--- src/rtl/pic_alias_pkg.sv ---
package pic_alias_pkg;

  localparam int ADDR_W = 20;

  // Page numbers taken from address bits [19:12]
  localparam logic [7:0] PAGE_GLOBAL = 8'h00;
  localparam logic [7:0] PAGE_ALIAS  = 8'h40;
  // Normal per-core banks live under address bits [19:16] == 6
  localparam logic [3:0] NORMAL_HI   = 4'h6;

  // Register slots within a page, taken from address bits [11:4]
  localparam logic [7:0] SLOT_DISPATCH0 = 8'h04;
  localparam logic [7:0] SLOT_PRIO      = 8'h08;
  localparam logic [7:0] SLOT_ACK0      = 8'h0C;

  typedef enum logic [1:0] {
    ACC_NONE,
    ACC_DISPATCH,
    ACC_PRIO,
    ACC_ACK
  } acc_kind_e;

endpackage

--- src/rtl/pic_addr_decode.sv ---
module pic_addr_decode
  import pic_alias_pkg::*;
#(
  parameter int NUM_CORES = 4,
  parameter int NUM_CH    = 4,
  parameter int SRC_W     = 3,
  parameter int BANK_W    = 2,
  parameter int CH_W      = 2
) (
  input  logic [ADDR_W-1:0] addr,
  input  logic [SRC_W-1:0]  src,
  output acc_kind_e         kind,
  output logic [BANK_W-1:0] bank,
  output logic [CH_W-1:0]   chan
);

  logic [7:0] page;
  logic [7:0] slot;
  logic       aligned;
  logic       in_bank;

  assign page    = addr[19:12];
  assign slot    = addr[11:4];
  assign aligned = (addr[3:0] == 4'h0);

  // The bank index comes from the requester on the alias page and from
  // the address on the normal pages.
  always_comb begin
    in_bank = 1'b0;
    bank    = '0;
    if (page == PAGE_ALIAS) begin
      if (int'(src) < NUM_CORES) begin
        in_bank = 1'b1;
        bank    = BANK_W'(src);
      end
    end else if ((addr[19:16] == NORMAL_HI) && (int'(addr[15:12]) < NUM_CORES)) begin
      in_bank = 1'b1;
      bank    = BANK_W'(addr[15:12]);
    end
  end

  always_comb begin
    kind = ACC_NONE;
    chan = '0;
    if (aligned) begin
      if ((page == PAGE_GLOBAL) && (slot >= SLOT_DISPATCH0) &&
          (int'(slot) < int'(SLOT_DISPATCH0) + NUM_CH)) begin
        kind = ACC_DISPATCH;
        chan = CH_W'(slot - SLOT_DISPATCH0);
      end else if (in_bank && (slot == SLOT_PRIO)) begin
        kind = ACC_PRIO;
      end else if (in_bank && (slot >= SLOT_ACK0) &&
                   (int'(slot) < int'(SLOT_ACK0) + NUM_CH)) begin
        kind = ACC_ACK;
        chan = CH_W'(slot - SLOT_ACK0);
      end
    end
  end

endmodule

--- src/rtl/pic_core_bank.sv ---
module pic_core_bank #(
  parameter int PRIO_W = 4
) (
  input  logic              clk,
  input  logic              rst_n,
  input  logic              wr_en,
  input  logic [PRIO_W-1:0] wr_prio,
  output logic [PRIO_W-1:0] prio
);

  logic [PRIO_W-1:0] prio_d;
  logic [PRIO_W-1:0] prio_q;

  always_comb begin
    prio_d = prio_q;
    if (wr_en) prio_d = wr_prio;
  end

  always_ff @(posedge clk or negedge rst_n) begin
    if (!rst_n)     prio_q <= '0;
    else if (wr_en) prio_q <= prio_d;
  end

  assign prio = prio_q;

endmodule

--- src/rtl/pic_ipi_pending.sv ---
module pic_ipi_pending #(
  parameter int NUM_CORES = 4,
  parameter int NUM_CH    = 4,
  parameter int BANK_W    = 2,
  parameter int CH_W      = 2
) (
  input  logic                        clk,
  input  logic                        rst_n,
  input  logic                        set_en,
  input  logic [CH_W-1:0]             set_chan,
  input  logic [NUM_CORES-1:0]        set_mask,
  input  logic                        clr_en,
  input  logic [BANK_W-1:0]           clr_bank,
  input  logic [CH_W-1:0]             clr_chan,
  output logic [NUM_CORES*NUM_CH-1:0] pend
);

  localparam int NBITS = NUM_CORES * NUM_CH;

  logic [NBITS-1:0] set_vec;
  logic [NBITS-1:0] clr_vec;
  logic [NBITS-1:0] pend_d;
  logic [NBITS-1:0] pend_q;
  logic             upd;

  for (genvar c = 0; c < NUM_CORES; c++) begin : g_core
    for (genvar k = 0; k < NUM_CH; k++) begin : g_ch
      assign set_vec[c*NUM_CH+k] = set_en && set_mask[c] && (set_chan == CH_W'(k));
      assign clr_vec[c*NUM_CH+k] = clr_en && (clr_bank == BANK_W'(c)) &&
                                   (clr_chan == CH_W'(k));
    end
  end

  // A set overrides a clear of the same bit
  assign upd = set_en || clr_en;

  always_comb begin
    pend_d = (pend_q & ~clr_vec) | set_vec;
  end

  always_ff @(posedge clk or negedge rst_n) begin
    if (!rst_n)   pend_q <= '0;
    else if (upd) pend_q <= pend_d;
  end

  assign pend = pend_q;

endmodule

--- src/rtl/pic_alias_dec.sv ---
module pic_alias_dec
  import pic_alias_pkg::*;
#(
  parameter int NUM_CORES = 4,
  parameter int NUM_CH    = 4,
  parameter int DATA_W    = 32,
  parameter int PRIO_W    = 4,
  parameter int SRC_W     = 3
) (
  input  logic                        clk,
  input  logic                        rst_n,
  input  logic                        bus_sel,
  input  logic                        bus_we,
  input  logic [19:0]                 bus_addr,
  input  logic [DATA_W-1:0]           bus_wdata,
  input  logic [SRC_W-1:0]            bus_src,
  output logic [DATA_W-1:0]           bus_rdata,
  output logic [NUM_CORES*NUM_CH-1:0] ipi_pend
);

  localparam int BANK_W = (NUM_CORES > 1) ? $clog2(NUM_CORES) : 1;
  localparam int CH_W   = (NUM_CH > 1) ? $clog2(NUM_CH) : 1;

  // Reset: asserted at once, released through two flops
  logic [1:0] rst_sync_q;
  logic       rst_int_n;

  always_ff @(posedge clk or negedge rst_n) begin
    if (!rst_n) rst_sync_q <= 2'b00;
    else        rst_sync_q <= {rst_sync_q[0], 1'b1};
  end
  assign rst_int_n = rst_sync_q[1];

  // Address decode
  acc_kind_e         kind;
  logic [BANK_W-1:0] bank;
  logic [CH_W-1:0]   chan;

  pic_addr_decode #(
    .NUM_CORES(NUM_CORES),
    .NUM_CH   (NUM_CH),
    .SRC_W    (SRC_W),
    .BANK_W   (BANK_W),
    .CH_W     (CH_W)
  ) u_decode (
    .addr(bus_addr),
    .src (bus_src),
    .kind(kind),
    .bank(bank),
    .chan(chan)
  );

  logic wr_req;
  logic rd_req;
  logic unused_wdata;

  assign wr_req       = bus_sel && bus_we;
  assign rd_req       = bus_sel && !bus_we;
  assign unused_wdata = ^bus_wdata;

  // Per-core task-priority banks
  logic [PRIO_W-1:0] prio_arr [NUM_CORES];

  for (genvar c = 0; c < NUM_CORES; c++) begin : g_bank
    pic_core_bank #(.PRIO_W(PRIO_W)) u_bank (
      .clk    (clk),
      .rst_n  (rst_int_n),
      .wr_en  (wr_req && (kind == ACC_PRIO) && (bank == BANK_W'(c))),
      .wr_prio(bus_wdata[PRIO_W-1:0]),
      .prio   (prio_arr[c])
    );
  end

  // Interprocessor pending state
  logic [NUM_CORES*NUM_CH-1:0] pend;

  pic_ipi_pending #(
    .NUM_CORES(NUM_CORES),
    .NUM_CH   (NUM_CH),
    .BANK_W   (BANK_W),
    .CH_W     (CH_W)
  ) u_pending (
    .clk     (clk),
    .rst_n   (rst_int_n),
    .set_en  (wr_req && (kind == ACC_DISPATCH)),
    .set_chan(chan),
    .set_mask(bus_wdata[NUM_CORES-1:0]),
    .clr_en  (wr_req && (kind == ACC_ACK) && bus_wdata[0]),
    .clr_bank(bank),
    .clr_chan(chan),
    .pend    (pend)
  );

  logic [NUM_CH-1:0] pend_by_core [NUM_CORES];

  for (genvar c = 0; c < NUM_CORES; c++) begin : g_view
    assign pend_by_core[c] = pend[c*NUM_CH +: NUM_CH];
  end

  // Read path, registered
  logic [DATA_W-1:0] rd_d;
  logic [DATA_W-1:0] rd_q;

  always_comb begin
    rd_d = '0;
    if (rd_req) begin
      case (kind)
        ACC_PRIO: rd_d[PRIO_W-1:0] = prio_arr[bank];
        ACC_ACK:  rd_d[0]          = pend_by_core[bank][chan];
        default:  rd_d             = '0;
      endcase
    end
  end

  always_ff @(posedge clk or negedge rst_int_n) begin
    if (!rst_int_n) rd_q <= '0;
    else            rd_q <= rd_d;
  end

  assign bus_rdata = rd_q;
  assign ipi_pend  = pend;

endmodule

--- config.mk ---
export PLATFORM = sky130hd
export DESIGN_NAME = pic_alias_dec
export DESIGN_NICKNAME = d
export VERILOG_FILES = /design/src/rtl/pic_alias_pkg.sv /design/src/rtl/pic_addr_decode.sv /design/src/rtl/pic_core_bank.sv /design/src/rtl/pic_ipi_pending.sv /design/src/rtl/pic_alias_dec.sv
export SDC_FILE = /design/constraint.sdc
export NUM_CORES = 1
export LEC_CHECK = 0
export BUFFER_PORTS_ARGS = -buffer_cell sky130_fd_sc_hd__buf_2
export CAP_MARGIN = 10
export CORE_UTILIZATION = 35
export CTS_CLUSTER_DIAMETER = 150
export DETAILED_ROUTE_END_ITERATION = 8
export HOLD_SLACK_MARGIN = 0.15
export PLACE_DENSITY = 0.74
export RECOVER_POWER = 50
export SLEW_MARGIN = 10
export SYNTH_ARGS = -nofsm -noshare
export SYNTH_HDL_FRONTEND = slang
export SYNTH_HIERARCHICAL = 1
export SYNTH_SLANG_ARGS = --single-unit
export TNS_END_PERCENT = 5
--- constraint.sdc ---
create_clock -name clk -period 3.38 [get_ports clk]
set_clock_uncertainty 0.1 [all_clocks]
set_input_delay 0.338 -clock clk [delete_from_list [all_inputs] [get_ports clk]]
set_output_delay 0.338 -clock clk [all_outputs]
set_load 0.01 [all_outputs]
Word-level counts from Yosys, hierarchy flattened
Cells that the tools add are included. W data, S select, Z words.

Output and inout bits: 48. Word-level logic and storage cells: 120. Register bits: 38. Input port bits: 59.

Magnitude comparators: 8. Add/subtract/negate cells: 2. Mux-type cells: 25. Bitwise logic cells: 4. Equality and inequality tests: 12. Reductions and logical operators: 62.

Operators by type and width (number): $logic_and A1 B1 Y1 (56); $mux W2 (11); $mux W4 (5); $and A16 B16 Y16 (1); $bmux W4 S2 (2); $not A16 Y16 (1); $or A16 B16 Y16 (1); $eq A2 B2 Y1 const B (6); $eq A8 B4 Y1 const B (1); $eq A8 B7 Y1 const B (1); $ge A8 B3 Y1 const B (1); $ge A8 B4 Y1 const B (1); $logic_not A8 Y1 (1); $lt A8 B4 Y1 const B (1); $lt A8 B5 Y1 const B (1); $eq A2 B1 Y1 const B (3); $eq A4 B3 Y1 const B (1); $logic_not A2 Y1 (2); $logic_not A4 Y1 (1); $lt A4 B3 Y1 const B (1); $mux W1 (4); $sub A2 B1 Y2 const B (2); $ge A3 B3 Y1 const B (1); $lt A2 B3 Y1 const B (1); 7 further kinds (7).

Depth between registers and ports, before layout
Gate-level depths: netlist of run 1.

Depth after elaboration: 18. Depth in mapped cells: 8.

Cells and area by module
The synthesis of run 1 kept the hierarchy.

Modules (own cells, without submodules): pic_alias_dec (area an instance 724.4 µm², times used 1, sequential area each 150.1 µm², cells an instance 65); pic_ipi_pending (area an instance 656.9 µm², times used 1, sequential area each 400.4 µm², cells an instance 64); pic_core_bank (area an instance 145.1 µm², times used 4, sequential area each 100.1 µm², cells an instance 8); pic_addr_decode (area an instance 180.2 µm², times used 1, sequential area each 0.0 µm², cells an instance 26).

Worst setup path before layout of run 1
Ideal clock, no wire load.

Path kind: input port to flip-flop. Start: input bus_addr[15]. End: register rd_q[0], in the netlist bus_rdata[0]. Data arrival time: 2.512 ns. Library setup time: 0.119 ns. Buffers on the path: 1. Slack: 0.649 ns. Cell stages on the path: 8. Path through: nor4_4 nand2_2 a21oi_1 buf_6 mux4_1 mux4_2 mux2i_1 nor2_1.

Elaborated cells on any way between the ends: 34. Classes of those cells: order compare: 1; eq/ne: 3; mux: 22; bitwise: 1; reduce/logical: 7.

RTL lines: start: declaration (line pic_alias_dec.sv:14) `input logic [19:0] bus_addr,`; $lt A4 B3 Y1 (line pic_addr_decode.sv:36) `end else if ((addr[19:16] == NORMAL_HI) && (int'(addr[15:12]) < NUM_CORES)) begin`; $logic_and A1 B1 Y1 (line pic_addr_decode.sv:36); $mux W2 (line pic_addr_decode.sv:36); $mux W2 * (line pic_addr_decode.sv:31) `if (page == PAGE_ALIAS) begin`; via bank[1] (line pic_alias_dec.sv:36) `logic [BANK_W-1:0] bank;`; $not A2 Y3 (not written as such) * (line pic_alias_dec.sv:108, pic_alias_dec.sv:109); $bmux W4 S2 (line pic_alias_dec.sv:109) `ACC_ACK: rd_d[0] = pend_by_core[bank][chan];`; $mux W4 (not written as such) (2 in a row) (line pic_alias_dec.sv:109); $bmux W1 S2 (line pic_alias_dec.sv:109); $mux W1 (not written as such) (line pic_alias_dec.sv:109); $pmux W1 S2 * (line pic_alias_dec.sv:107) `case (kind)`; $mux W4 * (line pic_alias_dec.sv:106) `if (rd_req) begin`; via rd_d[0] (line pic_alias_dec.sv:101) `logic [DATA_W-1:0] rd_d;`; end signal: assignment (line pic_alias_dec.sv:117) `else rd_q <= rd_d;`; end: declaration (line pic_alias_dec.sv:102) `logic [DATA_W-1:0] rd_q;`.

The timed path passes the listed nets; every way through them passes the cells marked *. The select of a mux whose other input is x is not followed. A chain may end at the register's enable or synchronous reset.

Worst setup path in the final report of run 1
Start: input bus_addr[11]. End: register g_bank[0].u_bank.prio_q[2].

Longest elaborated chain between the ends: 10. Elaborated cells on any way between the ends: 17. Classes of those cells: order compare: 4; eq/ne: 2; mux: 4; reduce/logical: 7.

RTL lines: $ge A8 B4 Y1 (line pic_addr_decode.sv:52) `end else if (in_bank && (slot >= SLOT_ACK0) &&`; $logic_and A1 B1 Y1 (2 in a row) (line pic_addr_decode.sv:52); $mux W2 (line pic_addr_decode.sv:52); $mux W2 (line pic_addr_decode.sv:50) `end else if (in_bank && (slot == SLOT_PRIO)) begin`; $mux W2 * (line pic_addr_decode.sv:46) `if ((page == PAGE_GLOBAL) && (slot >= SLOT_DISPATCH0) &&`; $mux W2 * (line pic_addr_decode.sv:45) `if (aligned) begin`; via kind[1] (line pic_alias_dec.sv:35) `acc_kind_e kind;`; $eq A2 B2 Y1 * (line pic_alias_dec.sv:68) `.wr_en (wr_req && (kind == ACC_PRIO) && (bank == BANK_W'(c))),`; $logic_and A1 B1 Y1 * (2 in a row) (line pic_alias_dec.sv:68); end signal: assignment (line pic_core_bank.sv:21) `else if (wr_en) prio_q <= prio_d;`; end: declaration (line pic_core_bank.sv:12) `logic [PRIO_W-1:0] prio_q;`.

The timed path passes the listed nets; every way through them passes the cells marked *.

==> results of run 1 <==
-- cell families after synthesis --
logic type / after synthesis / share of synthesized area (%)
other: 2 / 0.3506
and+or+nand+nor: 52 / 15.54
buffers and inverters: 30 / 10.51
AOI/OAI and AO/OA: 39 / 9.462
DFF: 38 / 44.39
muxes: 26 / 19.74
-- cell type report --
type,count,area share (%)
multi-input cells,146,41.94
clock inverters,2,2.360
clock buffers,6,3.245
well taps,75,3.687
repair buffers,57,11.41
flip-flops and latches,38,37.36
-- worst max-delay path: cells and delay by family --
family | cells | cell delay, ps
buf+inv | 1 | 100
mux | 1 | 410
simple gates | 5 | 1770
-- power groups by stage --
stage	clock, mW	combinational (mW)	sequential, mW
2_1_floorplan	0	0.0458	0.471
3_3_place_gp	0	0.0577	0.465
3_5_place_dp	0	0.0586	0.465
4_1_cts	0.479	0.0594	0.456
5_1_grt	0.499	0.0675	0.456
6_report	0.471	0.0580	0.456
-- timing repair --
action,in CTS,in global routing
endpoints found under the hold margin,2,0
hold buffers,1,0
endpoints found under the setup margin,0,0
-- stage by stage --
| step | area [sq um] | total power [mW] |
|---|---|---|
| CTS | 2560 | 0.9943 |
| detailed placement | 2407 | 0.5233 |
| global route | 2545 | 1.023 |
| floorplan | 2243 | 0.5165 |
| finish | 2545 | 0.9850 |
| global placement | 2407 | 0.5224 |
-- flip-flops by register name, summed over array words and instances, names as in the netlist --
register            flops
u_pending/pend         16
g_bank.u_bank/prio     16
bus_rdata               4
rst_sync_q              2
-- worst min path at each step --
stage,from,end,slack (ps),depth (start not counted)
5_1_grt,bus_wdata[1],g_bank[3].u_bank/prio[1],260,2
3_5_place_dp,rst_n,rst_sync_q[0],30,1
2_1_floorplan,rst_n,rst_sync_q[0],-60,0
6_report,bus_wdata[2],g_bank[3].u_bank/prio[2],250,2
3_3_place_gp,rst_n,rst_sync_q[0],20,1
4_1_cts,rst_sync_q[1],g_bank[0].u_bank/prio[0],200,1
-- metal layers --
metal  vias to the layer above  share of wire (%)  GRT usage, %  routed length (um)
met4                         0                1.2         4.464                  52
met2                        95                 48         24.36                2148
met1                       770                 43         18.41                1919
met3                         7                8.2         3.750                 366
met5                         -                  0             0                   0
li1                        753                  -             -                   -
-- placed cells by master (no fill, tap or decap), types with 7 or more instances in the layout --
| cell | count |
|---|---|
| sky130_fd_sc_hd__buf_2 | 41 |
| sky130_fd_sc_hd__clkbuf_1 | 10 |
| sky130_fd_sc_hd__conb_1 | 29 |
| sky130_fd_sc_hd__dfrtp_1 | 38 |
| sky130_fd_sc_hd__mux2_2 | 16 |
| sky130_fd_sc_hd__mux4_1 | 8 |
| sky130_fd_sc_hd__nand2_1 | 12 |
| sky130_fd_sc_hd__nor2_1 | 7 |
| sky130_fd_sc_hd__o21ai_0 | 24 |
| sky130_fd_sc_hd__o21ai_1 | 9 |
==> results.md, run 1 <==
| Group | Result | Reported |
|:---|:---|:---|
| outcome | Run status | finished, violations left |
| outcome | Violations in the final reports | capacitance limit, slew limit |
| floorplan | Die span in x | 80.23 um |
| place | Routability Congestion | 0.8106 |
| logic synthesis | List of most frequent post-synthesis cells | sky130_fd_sc_hd__dfrtp_1 (38), sky130_fd_sc_hd__buf_4 (28), sky130_fd_sc_hd__o21ai_0 (24) |
| layout | Final layout net count | 307 |
| critical path | Worst path max stage delay | 560 ps |
| cts | Post CTS Setup Buffer Count | 0 |
| layout | Final design utilization | 42.98% |
| critical path | Cell with the largest stage delay on the worst path | sky130_fd_sc_hd__nor3_1 |
| cts | Reg clk slew, reported paths | 80 ps |
| global route | Number of global-route vias before repair | 1469 |
| logic synthesis | Share of the synthesized area in the top cell type | 44.39% |
| critical path | Worst R2R Setup Slack | 1360 ps |
| pwr | Leak Pwr | 1.213 nW |
| route | Total vias in the final route | 1625 |
| layout | Layout filler cell count | 554 |
| pwr | Switching share of total power | 19.97% |
| logic synthesis | Most common cell in the synthesized netlist | sky130_fd_sc_hd__dfrtp_1 |
| logic synthesis | Synth Warn # | 6 |
| critical path | R2r worst-path depth | 1 |
| logic synthesis | Number of flops mapped to enable cells by yosys | 0 |
| timing | Worst-case hold slack | 249.8 ps |
| logic synthesis | Distinct cell type count of the synthesized netlist | 33 |
| critical path | Largest driver fanout on the critical path | 5 |
| layout | Number of diodes added for antenna fixing | 0 |
| critical path | Beginning of the critical path | bus_addr[11] |
| route | Initial detailed-routing violation count | 104 |
| critical path | Worst setup endpoint | g_bank[0].u_bank/prio[2] |
| timing | Hold Violations, Final | 0 |
| timing | Relative slew slack | -24.81% |
| logic synthesis | Most frequently used flop master after synthesis | sky130_fd_sc_hd__dfrtp_1 |
| logic synthesis | Top cells by area in the synthesized netlist | sky130_fd_sc_hd__dfrtp_1 (44%), sky130_fd_sc_hd__buf_4 (9.8%), sky130_fd_sc_hd__mux4_1 (9.8%), sky130_fd_sc_hd__mux2_2 (8.4%), sky130_fd_sc_hd__o21ai_0 (5.6%) |
| cts | CTS Root Buffer Type | sky130_fd_sc_hd__clkbuf_8 |
| place | Post-placement worst setup slack | 529.9 ps |
| route | Average wire per standard cell | 13.85 um |
| route | Drt total wl | 4486 um |
| cts | Clock latency on the worst-skew pair | 280 ps |
| cts | Deepest clock path buffer count | 2 |
| logic synthesis | Cell taking the most area after synthesis | sky130_fd_sc_hd__dfrtp_1 |
| critical path | Critical path, cell by cell | buf_2, nor4_2, nand2_1, nor4_2, nand4b_1, nor3_1, mux2_2 |
| timing | Sum of negative setup slack | 0 ps |
| min path | Min-Delay Path Class | in2reg |
| pwr | Clock network fraction of design power | 47.8% |
| route | Number of remaining DRC errors | 0 |
| place | Placed insts | 315 |
| critical path | Critical Path Start Type | input pin |
| layout | Multi-input combinational cell area | 1067 sq um |
| pwr | Power per cell area | 387.0 nW/um^2 |
| timing | Fmax | 0.3917 GHz |
| global route | Largest net degree at the start of global routing | 37 |
| floorplan | Y dimension of the die | 80.23 um |
| route | Number of vias per cell after detailed routing | 5.015 |
| floorplan | Area of the core region | 5921 sq um |
| global route | Aggregate global-route resource usage | 14.56% |
| layout | Layout overhead on the synthesized area | 18.81% |
| timing | Setup repair after global routing missed its margin | no |
| logic synthesis | Number of register bits inferred by synthesis | 38 |
| pwr | Internal portion of total power | 788.3 uW |
| cts | Clock buffers created by TritonCTS | 5 |
| critical path | End of the worst register-to-register path | u_pending/pend[11] |
| floorplan | Starting density of the core | 36.18% |
| timing | Pin slew with the least headroom to its limit | 1872 ps |
| cts | TritonCTS clock tree | done |
| layout | Area of all sequential standard cells | 950.9 sq um |
| timing | Minimum clock period | 2553 ps |
| timing | Share of the cycle needed by the critical path after routing | 75.53% |
| logic synthesis | Register area share after synthesis | 44.39% |
| cts | CTS HTree Levels | 2 |
| critical path | Sort of element at the end of the critical path | flop |
| place | Port-buffer cells | 50 |
| logic synthesis | Post-synthesis instance total | 187 |
| critical path | Worst EP arrival | 2620 ps |
| global route | Wire length of the first global-routing pass | 7031 um |
| layout | Fraction of final layout cells sized beyond drive strength 1 | 33.73% |
| pwr | Net Sw Power | 196.7 uW |
| critical path | Most prevalent standard cell on the critical path | sky130_fd_sc_hd__nor4_2 |
| floorplan | Die footprint | 6437 sq um |
| global route | Gr ovfl total | 0 |
| floorplan | Top-level port count | 107 |
| logic synthesis | Mean instance size in the synthesized netlist | 11.45 sq um |
| timing | Pins Over Slew Limit | 37 |
| critical path | Critical Setup Path Class | in2reg |
| pwr | Share of total power in combinational logic | 5.9% |
| pwr | Sequential cell fraction of total power | 46.3% |
| cts | # clock sinks | 38 |
| logic synthesis | Async set-or-reset flop fraction in the synthesized netlist | 100.0% |
| floorplan | Floorplan row count | 28 |
| pwr | Peak supply drop | 0.2614 mV |
| cts | CTS-repair resized insts | 0 |
| job | Max-Cap Viols | 1 |
| timing | Setup-violating endpoint count in the final report | 0 |
| logic synthesis | Cell area after synthesis | 2142 sq um |
| timing | Setup ws final | 827.1 ps |
| critical path | Launching point of the worst reg2reg path | rst_sync_q[1] |
| route | TritonRoute pass-1 iters | 5 |
| route | Detail Route Antenna Nets | 0 |
| global route | Initial antenna violation count | 0 |
| place | Dpl hpwl | 3412 um |
| critical path | Required time of the worst setup path | 3450 ps |
| layout | Number of standard cells in the layout, taps in and fillers out | 324 |
Power figures use the tool's default switching activity.
==> run 2: changes to the inputs <==
==> constraint.sdc (replaced) <==
create_clock -name clk -period 2.44 [get_ports clk]
set_clock_uncertainty 0.1 [all_clocks]
set_input_delay 0.244 -clock clk [delete_from_list [all_inputs] [get_ports clk]]
set_output_delay 0.244 -clock clk [all_outputs]
set_load 0.01 [all_outputs]
==> run 2 against run 1 <==
The run now ends clean. Routed wire length up 3.8%. Total power up 18%. Non-clock buffer count up 16. Clock power shrank 6.4%. Register-to-register slack lost 760 ps. Cell count up 4.9%. Global-route usage is 1.4 points higher. Sequential share of layout area down 1.3 points. Combinational power up 54%. Cell area up 3.5%. Setup slack worse by 630 ps.
==> results.md, run 2 (synthesis results as in run 1) <==
| Group | Result | Reported | Delta |
|:---|:---|:---|:---|
| floorplan | Top-level port count | 107 | unchanged |
| floorplan | Area of the core region | 5921 sq um | unchanged |
| layout | Number of standard cells in the layout, taps in and fillers out | 340 | +4.9% |
| route | Number of remaining DRC errors | 0 | unchanged |
| critical path | Cell type group with the largest total delay on the critical path | multiplexers |  |
| critical path | Worst EP arrival | 2320 ps | -300 ps |
| job | Max-Cap Viols | 0 | -1 |
| pwr | Power per cell area | 441.4 nW/um^2 | +14% |
| route | Total vias in the final route | 1653 | +1.7% |
| route | Top routing layer in use | met4 |  |
| cts | Clock latency on the worst-skew pair | 280 ps | about the same |
| layout | Layout overhead on the synthesized area | 22.96% |  |
| timing | Hold Violations, Final | 0 | unchanged |
| floorplan | Die footprint | 6437 sq um | unchanged |
| timing | Setup repair after global routing missed its margin | no |  |
| timing | Pin slew with the least headroom to its limit | 888.3 ps | -983.9 ps |
| place | Placed insts | 330 | +4.8% |
| cts | Clock buffers created by TritonCTS | 5 | unchanged |
| critical path | Cell with the largest stage delay on the worst path | sky130_fd_sc_hd__mux4_1 |  |
| route | Routed length on met1 | 1917 um | -0.10% |
| critical path | Required time of the worst setup path | 2520 ps | -930 ps |
| place | Routability Congestion | 0.7919 | -2.3% |
| route | TritonRoute pass-1 iters | 4 | -1 |
| route | Detail Route Antenna Nets | 0 | unchanged |
| global route | Gr ovfl total | 0 | unchanged |
| min path | Min-Delay Path Class | in2reg |  |
| floorplan | Floorplan row count | 28 | unchanged |
| pwr | Leak Pwr | 1.275 nW | +5.1% |
| global route | Initial antenna violation count | 0 | unchanged |
| timing | Fmax | 0.4459 GHz |  |
| floorplan | Y dimension of the die | 80.23 um | unchanged |
| critical path | End of the worst register-to-register path | bus_rdata[0] |  |
| cts | TritonCTS clock tree | done |  |
| critical path | Worst R2R Setup Slack | 600 ps | -760 ps |
| route | Met2 wire length | 2221 um | +3.4% |
| pwr | PnR Total Power | 1.162 mW | +18% |
| cts | # clock sinks | 38 | unchanged |
| critical path | Critical Path Start Type | input pin |  |
| layout | Most common cell after layout, fill and taps aside | sky130_fd_sc_hd__buf_2 |  |
| layout | Final design utilization | 44.48% | +1.5 points |
| critical path | Launching point of the worst reg2reg path | u_pending/pend[14] |  |
| layout | Final layout net count | 323 | +5.2% |
| global route | Largest net degree at the start of global routing | 37 | unchanged |
| cts | Reg clk slew, reported paths | 70 ps | about the same |
| critical path | Crit path depth | 8 | +1 |
| route | Drt total wl | 4658 um | +3.8% |
| route | Initial detailed-routing violation count | 84 | -19% |
| global route | Aggregate global-route resource usage | 16.01% | +1.4 points |
| timing | Minimum clock period | 2243 ps |  |
| floorplan | Starting density of the core | 36.18% | unchanged |
| layout | Commonest non-fill, non-tap cells in the layout | sky130_fd_sc_hd__buf_2 (41), sky130_fd_sc_hd__dfrtp_1 (38), sky130_fd_sc_hd__conb_1 (29), sky130_fd_sc_hd__o21ai_0 (24), sky130_fd_sc_hd__buf_4 (20) |  |
| cts | CTS Root Buffer Type | sky130_fd_sc_hd__clkbuf_8 |  |
| layout | Layout filler cell count | 571 | +3.1% |
| min path | Cell count of the worst hold path | 2 | unchanged |
| global route | Wire length of the first global-routing pass | 7748 um | +10% |
| min path | Hold Crit Start | bus_wdata[1] |  |
| cts | Deepest clock path buffer count | 2 | unchanged |
| timing | Pins Over Slew Limit | 0 | -100% |
| critical path | Sort of element at the end of the critical path | flop |  |
| cts | CTS-repair resized insts | 0 | unchanged |
| critical path | R2r worst-path depth | 4 | +3 |
| timing | Share of the cycle needed by the critical path after routing | 91.91% |  |
| timing | Setup-violating endpoint count in the final report | 0 | unchanged |
| place | Port-buffer cells | 50 | unchanged |
| min path | WHS Endpoint | g_bank[2].u_bank/prio[1] |  |
| route | Detail Route met3 WL | 428 um | +17% |
| global route | Number of global-route vias before repair | 1694 | +15% |
| floorplan | Die span in x | 80.23 um | unchanged |
| cts | CTS HTree Levels | 2 | unchanged |
| layout | Fraction of final layout cells sized beyond drive strength 1 | 38.11% | +4.4 points |
| timing | Relative slew slack | 40.78% | +66 points |
| critical path | Crit path buf inv count | 1 | unchanged |
| outcome | Run status | completed |  |
| critical path | Largest driver fanout on the critical path | 5 | unchanged |
| layout | Number of diodes added for antenna fixing | 0 | unchanged |
| critical path | Critical Setup Path Class | in2reg |  |
| route | Number of vias per cell after detailed routing | 4.862 | -3.1% |
| route | Average wire per standard cell | 13.70 um | -1.1% |
| pwr | Peak supply drop | 0.2058 mV | -21% |
| place | Dpl hpwl | 3528 um | +3.4% |
| critical path | Worst path max stage delay | 600 ps | +40 ps |
| critical path | Critical path, cell by cell | buf_2, nor4_4, nand2_2, a21oi_4, mux4_1, mux4_2, mux2i_1, nor2_1 |  |
## run 2: cell types whose count changed in the layout (fill, tap and decap cells not counted)
cell                            change
sky130_fd_sc_hd__buf_4             +15
sky130_fd_sc_hd__bufinv_16          -2
sky130_fd_sc_hd__a211oi_1           -1
sky130_fd_sc_hd__a211oi_2           +1
sky130_fd_sc_hd__a21oi_1            -1
sky130_fd_sc_hd__a21oi_4            +1
sky130_fd_sc_hd__clkbuf_2           +1
sky130_fd_sc_hd__clkinv_2           +1
sky130_fd_sc_hd__dlygate4sd3_1      +1
## run 2: how the worst max path moves through the flow
stage                                    end          from  slack (ps)
floorplan                       bus_rdata[0]  bus_addr[15]           5
global placement                bus_rdata[0]  bus_addr[15]        -120
detailed placement              bus_rdata[0]    bus_src[2]        -110
CTS                             bus_rdata[0]  bus_addr[15]         190
global route        g_bank[2].u_bank/prio[2]  bus_addr[15]         110
finish                          bus_rdata[0]  bus_addr[15]         200
## run 2: repair_timing
action,4_1_cts,5_1_grt
endpoints found under the hold margin,2,2
hold buffers,1,1
setup buffers,0,0
## run 2: cell type report
class                   count  area, sq um  area share, %
clock buffers               7        86.33          3.278
multi-input cells         146         1084          41.14
flip-flops and latches     38        950.9          36.10
clock inverters             1        5.005         0.1900
well taps                  75        93.84          3.563
repair buffers             73        414.1          15.72
## run 2: worst reg2reg max path, delay by kind of cell, from the launching register on
family / cells / cell delay, ps
flip-flops: 1 / 390
multiplexers: 3 / 1190
AND/OR/NAND/NOR: 1 / 60
## run 2: through the flow
| step | hold WS, ps | cell area (sq um) | TNS [ps] | worst slack (ps) |
|---|---|---|---|---|
| floorplan | -151.6 | 2260 | 0 | 5.287 |
| global placement | -70.68 | 2536 | -121.1 | -121.1 |
| detailed placement | -67.70 | 2536 | -162.4 | -109.9 |
| CTS | 153.8 | 2638 | 0 | 191.5 |
| global route | 157.7 | 2634 | 0 | 106.0 |
| finish | 155.8 | 2634 | 0 | 197.3 |
## run 2: where the power goes
part / internal, mW / switching (mW)
combinational: 0.0310 / 0.0585
clock: 0.228 / 0.213
sequential: 0.631 / 0.000435
## run 2: layer usage
layer | vias to the layer above | track usage (%)
met5 | - | 0
met4 | 0 | 8.036
met3 | 12 | 4.886
met2 | 96 | 26.67
met1 | 765 | 18.57
li1 | 780 | -
